--- config.mk ---
export PLATFORM = sky130hd
export DESIGN_NAME = pkt_page_alloc
export DESIGN_NICKNAME = d
export VERILOG_FILES = /design/src/rtl/pba_pkg.sv /design/src/rtl/pba_fifo.sv /design/src/rtl/pba_pool.sv /design/src/rtl/pkt_page_alloc.sv
export SDC_FILE = /design/constraint.sdc
export NUM_CORES = 1
export LEC_CHECK = 0
export ABC_AREA = 1
export BUFFER_PORTS_ARGS = -buffer_cell sky130_fd_sc_hd__buf_2
export CAP_MARGIN = 20
export CORE_MARGIN = 5
export CORE_UTILIZATION = 45
export CTS_CLUSTER_SIZE = 20
export DETAILED_ROUTE_END_ITERATION = 16
export PLACE_DENSITY = 0.7
export SETUP_SLACK_MARGIN = 0.15
export SLEW_MARGIN = 40
export SYNTH_ARGS = -nofsm -noshare
export SYNTH_HDL_FRONTEND = slang
export SYNTH_SLANG_ARGS = --single-unit
--- constraint.sdc ---
create_clock -name clk_i -period 19.4 [get_ports clk_i]
set_input_delay 2.91 -clock clk_i [delete_from_list [all_inputs] [get_ports clk_i]]
set_output_delay 2.91 -clock clk_i [all_outputs]
set_load 0.01 [all_outputs]
--- src/rtl/pba_pkg.sv ---
`timescale 1ns/1ps
package pba_pkg;
  typedef enum logic [2:0] {PS_FREE, PS_HOST, PS_TXQ, PS_TXFAIL, PS_RX} pkt_state_e;
  localparam logic [2:0] OP_ALLOC   = 3'd1;
  localparam logic [2:0] OP_RESET   = 3'd2;
  localparam logic [2:0] OP_RX_REL  = 3'd4;
  localparam logic [2:0] OP_RX_FREE = 3'd5;
  localparam logic [2:0] OP_ENQ     = 3'd6;
  localparam logic [2:0] OP_TX_RST  = 3'd7;
endpackage

--- src/rtl/pba_fifo.sv ---
`timescale 1ns/1ps
module pba_fifo #(
  parameter int DEPTH = 16,
  parameter int W     = 4
) (
  input  logic         clk_i,
  input  logic         rst_ni,
  input  logic         flush_i,
  input  logic         push_i,
  input  logic [W-1:0] data_i,
  input  logic         pop_i,
  output logic [W-1:0] head_o,
  output logic         empty_o
);
  localparam int PTR_W = (DEPTH > 1) ? $clog2(DEPTH) : 1;

  logic [W-1:0]     mem_q [DEPTH];
  logic [PTR_W-1:0] wr_q, rd_q;
  logic [PTR_W:0]   cnt_q;

  function automatic logic [PTR_W-1:0] nxt(input logic [PTR_W-1:0] p);
    return (p == PTR_W'(DEPTH - 1)) ? '0 : p + 1'b1;
  endfunction

  always_ff @(posedge clk_i) begin
    if (push_i && !flush_i) mem_q[wr_q] <= data_i;
  end

  always_ff @(posedge clk_i or negedge rst_ni) begin
    if (!rst_ni) begin
      wr_q  <= '0;
      rd_q  <= '0;
      cnt_q <= '0;
    end else if (flush_i) begin
      wr_q  <= '0;
      rd_q  <= '0;
      cnt_q <= '0;
    end else begin
      if (push_i) wr_q <= nxt(wr_q);
      if (pop_i)  rd_q <= nxt(rd_q);
      case ({push_i, pop_i})
        2'b10:   cnt_q <= cnt_q + 1'b1;
        2'b01:   cnt_q <= cnt_q - 1'b1;
        default: cnt_q <= cnt_q;
      endcase
    end
  end

  assign head_o  = mem_q[rd_q];
  assign empty_o = (cnt_q == '0);
endmodule

--- src/rtl/pba_pool.sv ---
`timescale 1ns/1ps
module pba_pool #(
  parameter int NUM_PKTS = 16,
  parameter int PG_W     = 6,
  parameter int SUM_W    = 10,
  parameter int IDX_W    = $clog2(NUM_PKTS)
) (
  input  logic [NUM_PKTS-1:0]      free_i,
  input  logic [NUM_PKTS*PG_W-1:0] pages_i,
  output logic                     any_free_o,
  output logic [IDX_W-1:0]         first_o,
  output logic [SUM_W-1:0]         used_o
);
  logic [SUM_W-1:0] held [NUM_PKTS];

  for (genvar g = 0; g < NUM_PKTS; g++) begin : g_held
    assign held[g] = free_i[g] ? '0 : SUM_W'(pages_i[g*PG_W +: PG_W]);
  end

  always_comb begin
    used_o = '0;
    for (int i = 0; i < NUM_PKTS; i++) used_o = used_o + held[i];
  end

  // lowest free number wins
  always_comb begin
    first_o = '0;
    for (int i = NUM_PKTS - 1; i >= 0; i--) begin
      if (free_i[i]) first_o = IDX_W'(i);
    end
  end

  assign any_free_o = |free_i;
endmodule

--- src/rtl/pkt_page_alloc.sv ---
`timescale 1ns/1ps
module pkt_page_alloc
  import pba_pkg::*;
#(
  parameter int NUM_PKTS  = 16,
  parameter int NUM_PAGES = 32
) (
  input  logic        clk_i,
  input  logic        rst_ni,
  input  logic        cmd_we_i,
  input  logic [7:0]  cmd_i,
  input  logic [6:0]  pkt_sel_i,
  input  logic        rx_alloc_i,
  input  logic [4:0]  rx_pages_i,
  output logic        rx_drop_o,
  input  logic        tx_done_i,
  input  logic [6:0]  tx_done_pkt_i,
  input  logic        tx_ok_i,
  output logic        tx_req_o,
  output logic [6:0]  tx_pkt_o,
  output logic        busy_o,
  output logic        alloc_done_o,
  output logic [7:0]  alloc_res_o,
  output logic [15:0] fifo_status_o,
  output logic [15:0] mem_info_o
);
  localparam int IDX_W = $clog2(NUM_PKTS);
  localparam int PG_W  = 6;
  localparam int SUM_W = $clog2(NUM_PKTS * 32 + NUM_PAGES + 1);

  pkt_state_e       st_q [NUM_PKTS];
  logic [PG_W-1:0]  pg_q [NUM_PKTS];
  logic             pend_q, pend_first_q, clr_q;
  logic [PG_W-1:0]  need_q;
  logic [IDX_W-1:0] clr_idx_q;
  logic [7:0]       res_q;
  logic             done_q, tx_req_q, rx_drop_q;
  logic [6:0]       tx_pkt_q;

  logic [NUM_PKTS-1:0]      free_vec;
  logic [NUM_PKTS*PG_W-1:0] pages_flat;
  logic                     any_free;
  logic [IDX_W-1:0]         first_free;
  logic [SUM_W-1:0]         used_pages, free_pages;

  for (genvar g = 0; g < NUM_PKTS; g++) begin : g_flat
    assign free_vec[g] = (st_q[g] == PS_FREE);
    assign pages_flat[g*PG_W +: PG_W] = pg_q[g];
  end

  pba_pool #(.NUM_PKTS(NUM_PKTS), .PG_W(PG_W), .SUM_W(SUM_W), .IDX_W(IDX_W)) i_pool (
    .free_i    (free_vec),
    .pages_i   (pages_flat),
    .any_free_o(any_free),
    .first_o   (first_free),
    .used_o    (used_pages)
  );

  assign free_pages = SUM_W'(NUM_PAGES) - used_pages;

  logic [2:0]       op;
  logic             cmd_ok;
  logic [PG_W-1:0]  rx_need;
  logic             rx_fit, host_fit, try_alloc;
  logic             sel_ok, txd_ok;
  logic [IDX_W-1:0] sel_idx, txd_idx;
  logic             rx_empty, txf_empty;
  logic [IDX_W-1:0] rx_head, txf_head;
  logic             rx_push, rx_pop, txf_push, rx_flush, txf_flush;

  assign op        = cmd_i[7:5];
  assign cmd_ok    = cmd_we_i && !busy_o;
  assign rx_need   = PG_W'(rx_pages_i) + 1'b1;
  assign rx_fit    = !clr_q && any_free && (SUM_W'(rx_need) <= free_pages);
  assign host_fit  = any_free && (SUM_W'(need_q) <= free_pages);
  assign try_alloc = pend_q && !rx_alloc_i && !clr_q;
  assign sel_ok    = pkt_sel_i < 7'(NUM_PKTS);
  assign sel_idx   = pkt_sel_i[IDX_W-1:0];
  assign txd_ok    = tx_done_i && !clr_q && (tx_done_pkt_i < 7'(NUM_PKTS))
                     && (st_q[txd_idx] == PS_TXQ);
  assign txd_idx   = tx_done_pkt_i[IDX_W-1:0];

  assign rx_push   = rx_alloc_i && rx_fit;
  assign rx_pop    = cmd_ok && (op == OP_RX_REL || op == OP_RX_FREE) && !rx_empty;
  assign rx_flush  = cmd_ok && (op == OP_RESET);
  assign txf_push  = txd_ok && !tx_ok_i;
  assign txf_flush = cmd_ok && (op == OP_RESET || op == OP_TX_RST);

  pba_fifo #(.DEPTH(NUM_PKTS), .W(IDX_W)) i_rx_fifo (
    .clk_i, .rst_ni,
    .flush_i(rx_flush), .push_i(rx_push), .data_i(first_free),
    .pop_i(rx_pop), .head_o(rx_head), .empty_o(rx_empty)
  );

  pba_fifo #(.DEPTH(NUM_PKTS), .W(IDX_W)) i_txd_fifo (
    .clk_i, .rst_ni,
    .flush_i(txf_flush), .push_i(txf_push), .data_i(txd_idx),
    .pop_i(1'b0), .head_o(txf_head), .empty_o(txf_empty)
  );

  always_ff @(posedge clk_i or negedge rst_ni) begin
    if (!rst_ni) begin
      for (int i = 0; i < NUM_PKTS; i++) begin
        st_q[i] <= PS_FREE;
        pg_q[i] <= '0;
      end
      pend_q       <= 1'b0;
      pend_first_q <= 1'b0;
      need_q       <= '0;
      clr_q        <= 1'b0;
      clr_idx_q    <= '0;
      res_q        <= '0;
      done_q       <= 1'b0;
      tx_req_q     <= 1'b0;
      tx_pkt_q     <= '0;
      rx_drop_q    <= 1'b0;
    end else begin
      done_q    <= 1'b0;
      tx_req_q  <= 1'b0;
      rx_drop_q <= 1'b0;

      // pool clear walks one entry per cycle
      if (clr_q) begin
        st_q[clr_idx_q] <= PS_FREE;
        clr_idx_q       <= clr_idx_q + 1'b1;
        if (clr_idx_q == IDX_W'(NUM_PKTS - 1)) clr_q <= 1'b0;
      end

      if (txd_ok) st_q[txd_idx] <= tx_ok_i ? PS_FREE : PS_TXFAIL;

      if (rx_alloc_i) begin
        if (rx_fit) begin
          st_q[first_free] <= PS_RX;
          pg_q[first_free] <= rx_need;
        end else begin
          rx_drop_q <= 1'b1;
        end
      end

      if (try_alloc) begin
        pend_first_q <= 1'b0;
        if (host_fit) begin
          st_q[first_free] <= PS_HOST;
          pg_q[first_free] <= need_q;
          res_q            <= {1'b0, 7'(first_free)};
          pend_q           <= 1'b0;
          done_q           <= !pend_first_q;
        end else if (pend_first_q) begin
          res_q <= 8'h80;
        end
      end

      if (cmd_ok) begin
        case (op)
          OP_ALLOC: begin
            pend_q       <= 1'b1;
            pend_first_q <= 1'b1;
            need_q       <= PG_W'(cmd_i[4:0]) + 1'b1;
          end
          OP_RESET: begin
            clr_q        <= 1'b1;
            clr_idx_q    <= '0;
            pend_q       <= 1'b0;
            pend_first_q <= 1'b0;
          end
          OP_RX_REL:  if (!rx_empty) st_q[rx_head] <= PS_HOST;
          OP_RX_FREE: if (!rx_empty) st_q[rx_head] <= PS_FREE;
          OP_ENQ: begin
            if (sel_ok && st_q[sel_idx] == PS_HOST) begin
              st_q[sel_idx] <= PS_TXQ;
              tx_req_q      <= 1'b1;
              tx_pkt_q      <= pkt_sel_i;
            end
          end
          OP_TX_RST: begin
            for (int i = 0; i < NUM_PKTS; i++) begin
              if (st_q[i] == PS_TXQ || st_q[i] == PS_TXFAIL) st_q[i] <= PS_FREE;
            end
          end
          default: ;
        endcase
      end
    end
  end

  assign busy_o        = pend_first_q | clr_q;
  assign alloc_done_o  = done_q;
  assign alloc_res_o   = res_q;
  assign tx_req_o      = tx_req_q;
  assign tx_pkt_o      = tx_pkt_q;
  assign rx_drop_o     = rx_drop_q;
  assign mem_info_o    = {8'(free_pages), 8'(NUM_PAGES)};
  assign fifo_status_o = {rx_empty,  rx_empty  ? 7'd0 : 7'(rx_head),
                          txf_empty, txf_empty ? 7'd0 : 7'(txf_head)};
endmodule

==> flow_metrics.py <==
metrics = {
    "timing": {
        "clock.fmax_mhz": 110,
        "worst_pin_slew_ps": 878,
        "maxSlewViolCount": 0,
        "rsz0062_at_grt": "no",
        "setup_viol": 0,
        "finalSetupTns_ps": 0,
        "hold_viol": 0,
        "maxSlewHeadroom": 0.413,
        "holdWs_ps": 432,
        "period_share": 0.470,
        "skew_ps": 12.7,
        "period_needed_ps": 9130,
    },
    "logic_synthesis": {
        "synth_area_leaders": "dfrtp_1 (27%), edfxtp_1 (11%), nand2_1 (9.9%)",
        "syn_area_um2": 18000,
        "postSynthCellCount": 2309,
        "syn_avg_cell_area_um2": 7.80,
        "ys_types": 55,
        "synth_top_area_share": 0.270,
        "async_flop_share": 0.740,
        "synth_edf_count": 68,
        "synthFlopType": "dfrtp_1",
        "synth-seq-cells": 262,
        "yosysTopAreaCell": "dfrtp_1",
        "synthTopCellsByCount": "nand2_1 (473), inv_1 (342), nor2_1 (312)",
        "yosys_warnings": 0,
        "yosysMostFrequentCell": "nand2_1",
        "seq_area_frac_synth": 0.383,
    },
    "floorplan": {
        "coreArea_um2": 39600,
        "num_io_pins": 84,
        "die_h_um": 210,
        "die_area_um2": 44100,
        "start_util": 0.454,
        "fp-row-count": 73,
        "die_x_um": 210,
    },
    "final_layout": {
        "area_growth_pct": 10.1,
        "drive_gt1_frac": 0.0944,
        "nNetsFinal": 2541,
        "design_area_um2": 19800,
    },
    "min_path": {
        "hold_path_end": "alloc_done_o$_DFF_PN0_",
        "hp-class": "flip-flop to flip-flop",
        "min_path_cells": 1,
        "min_from": "pend_first_q$_DFF_PN0_",
    },
    "setup_path": {
        "critPathSlowestCell": "fa_1",
        "worst-path-stages": 20,
        "start_kind": "flip-flop",
        "crit_chain": "nor3_1 > inv_1 > nand2_1 > fa_1 > fa_1 > fa_1 > fa_1 > fa_1 > inv_1 > fa_1 > inv_1 > ha_1 > a21oi_2 > nand2_1 > nand2_1 > nand2_1 > a21oi_1 > xor2_1 > inv_1 > buf_2",
        "arrival_ps": 6220,
        "critical_path.max_stage_delay_ps": 570,
        "r2r_slack_ps": 10720,
        "critical_path_buf_inv_count": 5,
        "rr_worst_depth": 36,
        "critPathCaptureType": "output pin",
        "cp.required_ps": 16490,
        "worstReg2RegStart": "st_q[32]$_DFF_PN0_",
        "worst_path_most_repeated_cell": "fa_1",
        "crit_type": "flip-flop to output pin",
        "cp_top_family": "adder cells",
        "r2r_end": "i_rx_fifo.cnt_q[4]$_DFFE_PN0P_",
        "crit_fanout": 6,
    },
    "detailed_routing": {
        "drt-pass1-iter-count": 6,
        "wl_met2_mm": 29.3,
        "drt_wl_total_mm": 63.9,
        "drc": 0,
        "ant_nets": 0,
        "wl_met1_mm": 24.4,
        "viasPerCell": 5.75,
        "drtIter0Drc": 1902,
        "vias": 16783,
        "routed.top_layer": "met5",
        "routedWlPerCell_um": 21.9,
        "wl_met3_mm": 6.45,
    },
    "placed_design": {
        "placed_area_um2": 18800,
        "dp_hpwl_mm": 48.2,
        "portBuffers": 66,
        "routabilityCongestion": 1.08,
    },
    "clocking": {
        "cts.htree.levels": 1,
        "numCtsBuffers": 31,
        "cts_tree": "built",
        "cts_resized": 0,
        "root_buffer": "clkbuf_16",
        "cts.sinks": 262,
        "worstSkewPairLatency_ps": 600,
        "cts.hold.buffers_added": 0,
        "clockBufferDepth": 3,
        "path_clk_slew_ps": 60,
        "cts_setup_buffers": 0,
    },
    "global_route": {
        "grt_use_total": 0.285,
        "grt_pass1_wl_mm": 97.0,
        "grt_pass1_vias": 16642,
        "grt_antenna_before_repair": 2,
        "gr-total-overflow": 0,
        "grt_start_max_net_pins": 71,
    },
    "status": {
        "status": "finished, final reports clean",
    },
    "flow_run": {
        "maxCapViolCount": 0,
    },
}
-- flip-flops by register name (all words and copies together) (netlist names), 4 cells and up --
register	count
st_q	48
tx_pkt_o	7
i_txd_fifo.mem_q	4
alloc_res_o	5
clr_idx_q	4
need_q	6
i_txd_fifo.wr_q	4
i_rx_fifo.cnt_q	5
i_rx_fifo.wr_q	4
i_rx_fifo.rd_q	4
i_txd_fifo.cnt_q	5
i_rx_fifo.mem_q	64
pages_flat	96
-- worst reg2reg max path: cells and delay by family, from the launching register on --
kind	cells	cell delay [ps]
compound gates	6	620
xor+xnor	1	150
fa+ha+maj	10	4290
buf+inv	8	1410
flops	1	410
simple gates	11	1680
-- cell usage in the layout (no fill, tap or decap), drive strengths merged, types with 3 or more instances in the layout --
cell type / netlist / routed
o211ai: 19 / 19
a31oi: 10 / 10
a22oi: 14 / 14
xnor2: 4 / 4
nor2: 340 / 340
or2: 3 / 3
o221ai: 5 / 5
nand3: 128 / 128
fa: 82 / 82
o31ai: 6 / 6
clkbuf: 26 / 44
conb: 2 / 17
a32oi: 5 / 5
ha: 54 / 54
clkinv: 6 / 16
o22a: 3 / 3
buf: 46 / 86
a21oi: 102 / 102
o2111ai: 6 / 6
edfxtp: 68 / 68
nand2: 495 / 495
o21ai: 186 / 186
nor3: 20 / 20
nand4: 26 / 26
dfrtp: 194 / 194
inv: 365 / 366
o22ai: 66 / 66
xor2: 14 / 14
-- area by class of cell --
type,count,area (µm²)
Inverter,371,1390
Clock inverter,13,126
Fill cell,3808,19800
Clock buffer,43,861
Multi-Input combinational cell,1619,9400
Sequential cell,262,6900
Tap cell,525,657
Timing Repair Buffer,87,504
Antenna cell,1,2.50
-- layer usage --
layer / GRT usage / vias up
met5: 0 / -
met4: 0.145 / 2
met3: 0.0610 / 229
met2: 0.457 / 990
met1: 0.366 / 7978
li1: - / 7584
-- kinds of logic (layout without fill, tap and decap cells) --
kind of cell,count (synthesis),after routing,synth area share
xor gates and xnor gates,18,18,0.00875
other,2,18,0.000417
adders and majority gates,136,136,0.129
and+or+nand+nor,1016,1016,0.242
DFF,262,262,0.383
buffers and inverters,443,514,0.0996
AOI/OAI and AO/OA,432,432,0.138
-- worst max-delay path by stage --
stage,from,end,slack (ps)
finish,st_q[32]$_DFF_PN0_,mem_info_o[15],10270
global route,st_q[32]$_DFF_PN0_,mem_info_o[15],10100
floorplan,st_q[23]$_DFF_PN0_,mem_info_o[15],11610
detailed placement,st_q[32]$_DFF_PN0_,i_rx_fifo.cnt_q[4]$_DFFE_PN0P_,10950
CTS,st_q[32]$_DFF_PN0_,mem_info_o[15],10360
global placement,st_q[32]$_DFF_PN0_,mem_info_o[15],11090
-- per-stage QoR --
stage | std cells | setup WS, ps | util
floorplan | 2324 | 11610 | -
CTS | 2919 | 10360 | 0.500
detailed placement | 2863 | 10950 | 0.475
global placement | 2863 | 11090 | 0.475
finish | 2921 | 10270 | 0.500
global route | 2920 | 10100 | 0.500
Power is not shown: default switching activity piles up to over one toggle a cycle in this logic, so the estimate is an artifact.
